==> config.mk <==
export PLATFORM = sky130hd
export DESIGN_NAME = exc_entry_seq
export DESIGN_NICKNAME = d
export VERILOG_FILES = /design/src/rtl/exc_entry_pkg.sv /design/src/rtl/exc_entry_ctrl.sv /design/src/rtl/exc_entry_dp.sv /design/src/rtl/exc_entry_seq.sv
export SDC_FILE = /design/constraint.sdc
export NUM_CORES = 1
export LEC_CHECK = 0
export ABC_AREA = 1
export CAP_MARGIN = 20
export CORE_UTILIZATION = 25
export DETAILED_ROUTE_END_ITERATION = 6
export SLEW_MARGIN = 20
export SYNTH_ARGS = -nofsm -noshare
export SYNTH_HDL_FRONTEND = slang
export SYNTH_SLANG_ARGS = --single-unit
export TNS_END_PERCENT = 30
==> constraint.sdc <==
create_clock -name clk -period 4.4 [get_ports clk]
set_input_delay 0.44 -clock clk [delete_from_list [all_inputs] [get_ports clk]]
set_output_delay 0.44 -clock clk [all_outputs]
set_load 0.005 [all_outputs]
==> src/rtl/exc_entry_pkg.sv <==
package exc_entry_pkg;
  localparam logic [2:0] FC_SUP_DATA = 3'd5;
  localparam logic [2:0] FC_SUP_PROG = 3'd6;
  localparam int SR_T_BIT = 15;
  localparam int SR_S_BIT = 13;
  localparam int SR_MASK_LO = 8;
  localparam int FRAME_BYTES = 8;

  typedef enum logic [2:0] {
    ST_IDLE, ST_VEC, ST_PUSH, ST_RDSSP, ST_RDPC, ST_LOADPC, ST_FIN
  } seqStateT;

  typedef struct packed {
    logic       accept;
    logic       calcVec;
    logic       wrEn;
    logic [1:0] wrSel;
    logic       rdEn;
    logic       rdSecond;
    logic       progSpace;
    logic       capSsp;
    logic       capPc;
  } seqStrobeT;
endpackage

==> src/rtl/exc_entry_ctrl.sv <==
module exc_entry_ctrl
  import exc_entry_pkg::*;
(
  input  logic      clk,
  input  logic      rstN,
  input  logic      reqValid,
  input  logic      reqIsReset,
  output seqStrobeT strb,
  output logic      busy,
  output logic      done
);
  seqStateT state, nextState;
  logic isReset;
  logic [1:0] pushCnt;

  always_comb begin
    strb = '0;
    nextState = state;
    case (state)
      ST_IDLE: if (reqValid) begin
        strb.accept = 1'b1;
        nextState = ST_VEC;
      end
      ST_VEC: begin
        strb.calcVec = 1'b1;
        nextState = isReset ? ST_RDSSP : ST_PUSH;
      end
      ST_PUSH: begin
        strb.wrEn = 1'b1;
        strb.wrSel = pushCnt;
        if (pushCnt == 2'd3) nextState = ST_RDPC;
      end
      ST_RDSSP: begin
        strb.rdEn = 1'b1;
        strb.progSpace = 1'b1;
        nextState = ST_RDPC;
      end
      ST_RDPC: begin
        strb.rdEn = 1'b1;
        strb.rdSecond = isReset;
        strb.progSpace = isReset;
        strb.capSsp = isReset;
        nextState = ST_LOADPC;
      end
      ST_LOADPC: begin
        strb.capPc = 1'b1;
        nextState = ST_FIN;
      end
      ST_FIN: nextState = ST_IDLE;
      default: nextState = ST_IDLE;
    endcase
  end

  always_ff @(posedge clk) begin
    if (!rstN) begin
      state <= ST_IDLE;
      isReset <= 1'b0;
      pushCnt <= 2'd0;
    end else begin
      state <= nextState;
      if (strb.accept) begin
        isReset <= reqIsReset;
        pushCnt <= 2'd0;
      end else if (strb.wrEn) begin
        pushCnt <= pushCnt + 2'd1;
      end
    end
  end

  assign busy = (state != ST_IDLE);
  assign done = (state == ST_FIN);

  assert_done_pulse_R10: assert property (@(posedge clk) disable iff (!rstN)
    done |=> !done);
  assert_busy_noaccept_R10: assert property (@(posedge clk) disable iff (!rstN)
    busy |-> !strb.accept);
endmodule

==> src/rtl/exc_entry_dp.sv <==
module exc_entry_dp
  import exc_entry_pkg::*;
#(
  parameter int ADDR_W = 32,
  parameter int VEC_W = 8,
  parameter int SR_W = 16,
  parameter logic [3:0] FRAME_FMT = 4'h0
) (
  input  logic              clk,
  input  logic              rstN,
  input  seqStrobeT         strb,
  input  logic              busy,
  input  logic              reqIsReset,
  input  logic              reqUseExt,
  input  logic [VEC_W-1:0]  reqIntVec,
  input  logic [VEC_W-1:0]  extVec,
  input  logic [SR_W-1:0]   curSr,
  input  logic [ADDR_W-1:0] curPc,
  input  logic [ADDR_W-1:0] curSsp,
  input  logic              vbrWrEn,
  input  logic [ADDR_W-1:0] vbrWrData,
  input  logic [ADDR_W-1:0] memRdData,
  output logic [ADDR_W-1:0] vbrValue,
  output logic              memWrEn,
  output logic [ADDR_W-1:0] memWrAddr,
  output logic [15:0]       memWrData,
  output logic              memRdEn,
  output logic [ADDR_W-1:0] memRdAddr,
  output logic [2:0]        memFc,
  output logic [SR_W-1:0]   newSr,
  output logic [ADDR_W-1:0] newPc,
  output logic [ADDR_W-1:0] newSsp
);
  localparam int OFF_W = VEC_W + 2;

  logic [ADDR_W-1:0] vbrReg, savedPc, sspBase, vecAddr, pcReg, sspReg;
  logic [SR_W-1:0]   tempSr, workSr, srNext;
  logic [VEC_W-1:0]  vecNum, vecSel;
  logic [15:0]       fmtWord;
  logic [ADDR_W-1:0] wrOffset;

  always_comb begin
    srNext = curSr;
    srNext[SR_S_BIT] = 1'b1;
    srNext[SR_T_BIT] = 1'b0;
    if (reqIsReset) srNext[SR_MASK_LO +: 3] = 3'b111;
    vecSel = reqIsReset ? '0 : (reqUseExt ? extVec : reqIntVec);
  end

  always_ff @(posedge clk) begin
    if (!rstN) begin
      vbrReg <= '0; tempSr <= '0; workSr <= '0; savedPc <= '0;
      sspBase <= '0; vecNum <= '0; vecAddr <= '0; pcReg <= '0; sspReg <= '0;
    end else begin
      if (vbrWrEn && !busy) vbrReg <= vbrWrData;
      if (strb.accept) begin
        tempSr <= curSr;
        workSr <= srNext;
        savedPc <= curPc;
        sspBase <= curSsp;
        vecNum <= vecSel;
        if (!reqIsReset) sspReg <= curSsp - ADDR_W'(FRAME_BYTES);
      end
      if (strb.calcVec) vecAddr <= vbrReg + ADDR_W'({vecNum, 2'b00});
      if (strb.capSsp) sspReg <= memRdData;
      if (strb.capPc) pcReg <= memRdData;
    end
  end

  assign fmtWord = {FRAME_FMT, (12 - OFF_W)'(0), vecNum, 2'b00};
  assign wrOffset = ADDR_W'({strb.wrSel, 1'b0}) + ADDR_W'(2);

  always_comb begin
    case (strb.wrSel)
      2'd0: memWrData = fmtWord;
      2'd1: memWrData = savedPc[15:0];
      2'd2: memWrData = savedPc[31:16];
      default: memWrData = tempSr;
    endcase
  end

  assign memWrEn = strb.wrEn;
  assign memWrAddr = sspBase - wrOffset;
  assign memRdEn = strb.rdEn;
  assign memRdAddr = vecAddr + (strb.rdSecond ? ADDR_W'(4) : '0);
  assign memFc = (strb.rdEn && strb.progSpace) ? FC_SUP_PROG : FC_SUP_DATA;
  assign vbrValue = vbrReg;
  assign newSr = workSr;
  assign newPc = pcReg;
  assign newSsp = sspReg;

  assert_vbr_hold_R2: assert property (@(posedge clk) disable iff (!rstN)
    (busy && vbrWrEn) |=> $stable(vbrValue));
  assert_wr_space_R6: assert property (@(posedge clk) disable iff (!rstN)
    memWrEn |-> memFc == FC_SUP_DATA);
  assert_wr_window_R6: assert property (@(posedge clk) disable iff (!rstN)
    memWrEn |-> ((sspBase - memWrAddr) <= ADDR_W'(FRAME_BYTES)) && (sspBase != memWrAddr));
  assert_one_port_R8: assert property (@(posedge clk) disable iff (!rstN)
    !(memWrEn && memRdEn));
endmodule

==> src/rtl/exc_entry_seq.sv <==
module exc_entry_seq
  import exc_entry_pkg::*;
#(
  parameter logic [3:0] FRAME_FMT = 4'h0
) (
  input  logic        clk,
  input  logic        rstN,
  input  logic        reqValid,
  input  logic        reqIsReset,
  input  logic        reqUseExt,
  input  logic [7:0]  reqIntVec,
  input  logic [7:0]  extVec,
  input  logic [15:0] curSr,
  input  logic [31:0] curPc,
  input  logic [31:0] curSsp,
  input  logic        vbrWrEn,
  input  logic [31:0] vbrWrData,
  output logic [31:0] vbrValue,
  output logic        memWrEn,
  output logic [31:0] memWrAddr,
  output logic [15:0] memWrData,
  output logic        memRdEn,
  output logic [31:0] memRdAddr,
  input  logic [31:0] memRdData,
  output logic [2:0]  memFc,
  output logic [15:0] newSr,
  output logic [31:0] newPc,
  output logic [31:0] newSsp,
  output logic        busy,
  output logic        done
);
  seqStrobeT strb;

  exc_entry_ctrl u_ctrl (
    .clk(clk), .rstN(rstN), .reqValid(reqValid), .reqIsReset(reqIsReset),
    .strb(strb), .busy(busy), .done(done)
  );

  exc_entry_dp #(.ADDR_W(32), .VEC_W(8), .SR_W(16), .FRAME_FMT(FRAME_FMT)) u_dp (
    .clk(clk), .rstN(rstN), .strb(strb), .busy(busy),
    .reqIsReset(reqIsReset), .reqUseExt(reqUseExt), .reqIntVec(reqIntVec),
    .extVec(extVec), .curSr(curSr), .curPc(curPc), .curSsp(curSsp),
    .vbrWrEn(vbrWrEn), .vbrWrData(vbrWrData), .memRdData(memRdData),
    .vbrValue(vbrValue), .memWrEn(memWrEn), .memWrAddr(memWrAddr),
    .memWrData(memWrData), .memRdEn(memRdEn), .memRdAddr(memRdAddr),
    .memFc(memFc), .newSr(newSr), .newPc(newPc), .newSsp(newSsp)
  );

  assert_done_after_load_R10: assert property (@(posedge clk) disable iff (!rstN)
    done |-> $past(strb.capPc));
endmodule

Word-level counts from Yosys, hierarchy flattened
Cells that the tools add are included.
{"block": "classes", "mux": 21, "eq_ne": 12, "bitwise": 1, "n_addsub": 6, "reduce_logical": 11}
{"op": "$mux W32", "n": 3}
{"op": "$pmux W16 S3", "n": 1}
{"op": "$add A32 B10 Y32", "n": 1}
{"op": "$add A32 B32 Y32", "n": 1}
{"op": "$sub A32 B32 Y32", "n": 1}
{"op": "$sub A32 B4 Y32 const B", "n": 1}
{"op": "$pmux W3 S6", "n": 1}
{"op": "$mux W8", "n": 2}
{"op": "$mux W3", "n": 5}
{"op": "$eq A3 B3 Y1 const B", "n": 3}
{"op": "$mux W1", "n": 7}
{"op": "$eq A3 B2 Y1 const B", "n": 2}
{"op": "$add A3 B2 Y4 const B", "n": 1}
{"op": "$eq A2 B2 Y1 const B", "n": 2}
{"op": "$ne A2 B1 Y1 const B", "n": 2}
{"op": "$reduce_and A2 Y1", "n": 2}
{"op": "$reduce_or A2 Y1", "n": 2}
{"op": "$eq A3 B1 Y1 const B", "n": 1}
{"op": "$logic_not A3 Y1", "n": 1}
{"op": "$reduce_bool A3 Y1", "n": 1}
{"op": "$add A2 B1 Y2 const B", "n": 1}
{"op": "$eq A2 B1 Y1 const B", "n": 1}
{"op": "$logic_and A1 B1 Y1", "n": 2}
{"op": "$logic_not A2 Y1", "n": 1}
{"op": "other kinds (6)", "n": 6}
{"block": "totals", "register_bits": 237, "inputBits": 166, "word_cells": 63}

Longest topological paths before layout
{"block": "logic_depth", "word_depth": 5, "ltp_mapped": 22}

Hierarchy
Synthesis repeated with hierarchy kept, for this count alone.
{"block": "unflattened", "hier_cells": 1857, "hier_area_um2": 12300.5}
{"mod": "exc_entry_dp", "cells_each": 1800, "instances": 1, "area_each_um2": 11928.9, "seq_area_each_um2": 4404.2}
{"mod": "exc_entry_ctrl", "cells_each": 57, "instances": 1, "area_each_um2": 371.6, "seq_area_each_um2": 120.1}

Worst setup path before layout
No wires, ideal clock.
{"block": "synth_path", "kind": "reg2out", "start": "reg u_ctrl.state[1]", "end": "out memWrAddr[30]", "slack_ns": 0.989, "t_arrival_ns": 2.971, "path_stages_with_launch": 21, "required_time_ns": 3.960, "path_buffers": 2, "cell_sequence": "dfxtp_1 > inv_1 > nor2_1 > nand2_1 > inv_1 > nand2_1 > inv_1 > ha_1 > clkbuf_1 > inv_1 > clkbuf_1 > ha_1 > a21oi_1 > nand2_1 > nor2_2 > nand2_1 > nor2_4 > nand2_1 > nor2_1 > nand3_1 > nand2_1"}
{"block": "synth_via", "elab_chain_len": 4}
{"element": "start: declaration", "line": "exc_entry_ctrl.sv:12", "source": "seqStateT state, nextState;"}
{"element": "start signal: assignment", "line": "exc_entry_ctrl.sv:60", "source": "state <= nextState;"}
{"element": "$eq A3 B2 Y1", "line": "exc_entry_ctrl.sv:19", "source": "case (state)"}
{"element": "$mux W3", "line": "exc_entry_ctrl.sv:19"}
{"element": "$add A3 B2 Y4", "line": "exc_entry_dp.sv:71", "source": "assign wrOffset = ADDR_W'({strb.wrSel, 1'b0}) + ADDR_W'(2);"}
{"element": "$sub A32 B32 Y32", "line": "exc_entry_dp.sv:83", "source": "assign memWrAddr = sspBase - wrOffset;"}
{"element": "end: declaration", "line": "exc_entry_seq.sv:20", "source": "output logic [31:0] memWrAddr,"}
Every way passes these cells.

Final worst setup path
Ends and elaborated chain as after synthesis.

==> out/metrics.cfg <==
[timing]
hold_viol_final=0
tightest_slew_ns=0.921
max_freq_mhz=240
fin_hold_ws_ns=0.356
fin_crit_sh_pct=94.7
worst_slew_margin_rel_pct=38.6
timing.final.crit_period_ns=4.17
setup_ws_ns=0.235
setup_viol=0
fin_skew_ns=0.0464
maxSlewViolCount=0

[global_routing]
grt_use_total_pct=19.4
grt_pass1_wl_um=74900
antenna_found_initial=3
grt_pass1_vias=12800
gr-total-overflow=0
grt_max_degree=96

[detailed_routing]
vias=13100
drc=0
dr.pass1.iters=5
avgViaCountPerCell=4.72
routedWlPerCell_um=18.0
first_iter_violations=642
finalWirelength_um=50100
detail-route-antenna-nets=0

[yosys]
synth_fa_ha_area_share_pct=2.27
synth-xor-area-share_pct=4.80
synth_edf_count=0
netlist_area_mm2=0.0122
synth_cells=1825
ys_seq_area_share_pct=37.0
synth-compound-area-share_pct=17.8
ys.flop_type=dfxtp_1
yosys.area_share.simple_pct=25.0
synth.ff_latch_count=226
synth_cell_types=44
synth_top_family_by_area=simple AND/OR/NAND/NOR gates
syn_area_per_cell_um2=6.71
yosys_warnings=0
synth-async-reset-ratio_pct=0
syn_nets=2012
synth.area.mux_share_pct=0.654

[clock_tree]
cts_sinks=226
cts.path.max_buffers=3
cts_buffers=30
path_clk_slew_ns=0.06
cts_root_buffer=clkbuf_16
cts_tree=built
clk_latency_ns=0.60
htreeDepth=1

[critical_path]
cp-start-kind=register
critPathRequiredTime_ns=3.96
r2r-end=u_dp.vecAddr[22]$_SDFFE_PN0N_
worstSetupStartpoint=u_ctrl.state[1]$_SDFFE_PN0P_
r2r_slack_ns=1.68
crit_type=reg2out
crit_fanout=5
cp-end-kind=output port
r2r_cells=13
arrival_ns=3.73
r2r-start=u_dp.vbrValue[2]$_SDFFE_PN0P_

[floorplanning]
die_y_um=223
io_pins=365
dieArea_mm2=0.0498
rows=80
start_util_pct=25.5
core_mm2=0.0480
die-width_um=223

[worst_hold_path]
hold_path_depth=3
min_path_type=in2reg
hp-start=rstN
holdPathEnd=u_dp.sspBase[27]$_SDFFE_PN0P_

[place]
post-dp-hpwl_um=38700
gp_congestion=0.927
numPortBuffers=362
dp_slack_ns=0.442

[finish]
final_layout_size_suffix_gt1_share_pct=4.77
nNetsFinal=2326
final_cell_mix=nand2_1 (377), clkdlybuf4s50_1 (361), inv_1 (275)
n_fill_cell=5173
utilization_pct=36.0
mostFrequentLayoutCell=nand2_1
syn_to_final_growth_pct=41.3

[outcome]
outcome=completed

[power]
p_leak_uw=0.00697
worst_ir_drop_vdd_mv=0.365
power_density_mw_per_mm2=546

[flow_run]
maxCapViolCount=0

[layout make-up]
class                      count  area, µm²  area share [%]
sequential                   226       4530            26.2
timing repair buffer         376       3730            21.6
multi-input combinational   1224       6270            36.3
clock inverter                13        104           0.601
clock buffer                  40        828            4.79
antenna                        2       5.00          0.0289
tap                          615        769            4.45
inverter                     281       1050            6.10
[state kept, by name, summed over array words and instances (netlist names)]
register,count
u_dp.newPc,32
u_dp.newSsp,32
u_dp.savedPc,32
u_dp.sspBase,32
u_dp.vbrValue,32
u_dp.vecAddr,32
u_dp.tempSr,16
u_dp.vecNum,8
u_dp.newSr,4
u_ctrl.state,3
u_ctrl.pushCnt,2
u_ctrl.isReset,1
[logic make-up after synthesis]
| group | Yosys count |
|---|---|
| AND/OR/NAND/NOR | 711 |
| other | 2 |
| multiplexers | 8 |
| buffers and inverters | 375 |
| XOR/XNOR | 67 |
| adder cells (fa/ha/maj) | 21 |
| flip-flops | 226 |
| AO/OA/AOI/OAI | 415 |
[through the flow]
step / cell area (µm²) / cells / TNS (ns) / power, µW
6_report: 17300 / 2777 / 0 / 9430
3_3_place_gp: 16200 / 2719 / 0 / 7030
5_1_grt: 17300 / 2776 / -0.0502 / 10000
3_5_place_dp: 16200 / 2719 / 0 / 7070
4_1_cts: 17200 / 2774 / 0 / 9480
2_1_floorplan: 12200 / 1825 / 0 / 5020
[worst max-delay path, stage by stage (launching register included)]
cell and delay, ns:
dfxtp_2 0.36, inv_1 0.11, nor2_2 0.13, nand2_2 0.11, nor2_4 0.13, inv_1 0.12, ha_4 0.30, inv_1 0.04
ha_1 0.26, nand3_1 0.10, nand2_2 0.09, nor2_4 0.16, nand2_2 0.12, nor2_4 0.19, nand2_2 0.12, nor2_2 0.13
nand3_1 0.08, nand2_1 0.06, clkdlybuf4s50_1 0.49
[report_power, final]
part | internal [µW] | total (µW) | switching, µW
Combinational | 1780 | 3970 | 2200
Clock | 1320 | 2330 | 1000
Sequential | 2610 | 3130 | 522
[Yosys cell counts (3+ instances only)]
| cell type | number | area, µm² |
|---|---|---|
| nor4_1 | 5 | 31.3 |
| buf_1 | 9 | 33.8 |
| a21oi_1 | 198 | 991 |
| inv_1 | 275 | 1030 |
| nor2_2 | 4 | 25.0 |
| ha_1 | 19 | 238 |
| dfxtp_1 | 226 | 4520 |
| nand3_1 | 118 | 591 |
| buf_2 | 25 | 125 |
| inv_2 | 5 | 18.8 |
| nor3_1 | 15 | 75.1 |
| buf_4 | 19 | 143 |
| nor2_4 | 5 | 56.3 |
| o22ai_1 | 9 | 56.3 |
| a31oi_1 | 11 | 68.8 |
| nand2_1 | 383 | 1440 |
| o21ai_0 | 172 | 861 |
| xnor2_1 | 8 | 70.1 |
| xor2_1 | 59 | 517 |
| a221oi_1 | 8 | 70.1 |
| mux2i_1 | 8 | 80.1 |
| clkbuf_1 | 39 | 146 |
| nor2_1 | 137 | 514 |
| a2bb2oi_1 | 3 | 26.3 |
| nand4_1 | 31 | 194 |
| o21a_1 | 7 | 52.6 |
[per-layer routing]
metal | vias to the layer above | routed length, µm | track usage [%]
li1 | 6501 | - | -
met1 | 6063 | 21100 | 23.5
met2 | 477 | 23600 | 33.5
met3 | 72 | 4110 | 5.60
met4 | 2 | 1260 | 5.13
met5 | - | 13 | 0
[timing repair]
| item | in CTS | in global routing |
|---|---|---|
| hold buffers | 0 | 0 |
| hold endpoints to repair | 0 | 0 |
| resized for setup | 5 | 17 |
| pin swaps | 2 | 3 |
| buffers inserted | 2 | 1 |
| cloned | 0 | 0 |
| setup endpoints to repair | 11 | 15 |
[worst max path at each step]
stage / end / slack (ns) / depth (start not counted)
final: memWrAddr[30] / 0.23 / 18
after floorplan: memWrAddr[30] / 0.99 / 20
after detailed placement: memWrAddr[30] / 0.44 / 18
after global routing: memWrAddr[30] / -0.03 / 19
after CTS: memWrAddr[27] / 0.03 / 21
after global placement: memWrAddr[30] / 0.59 / 18
No activity file was read; power rests on OpenSTA's default activity.
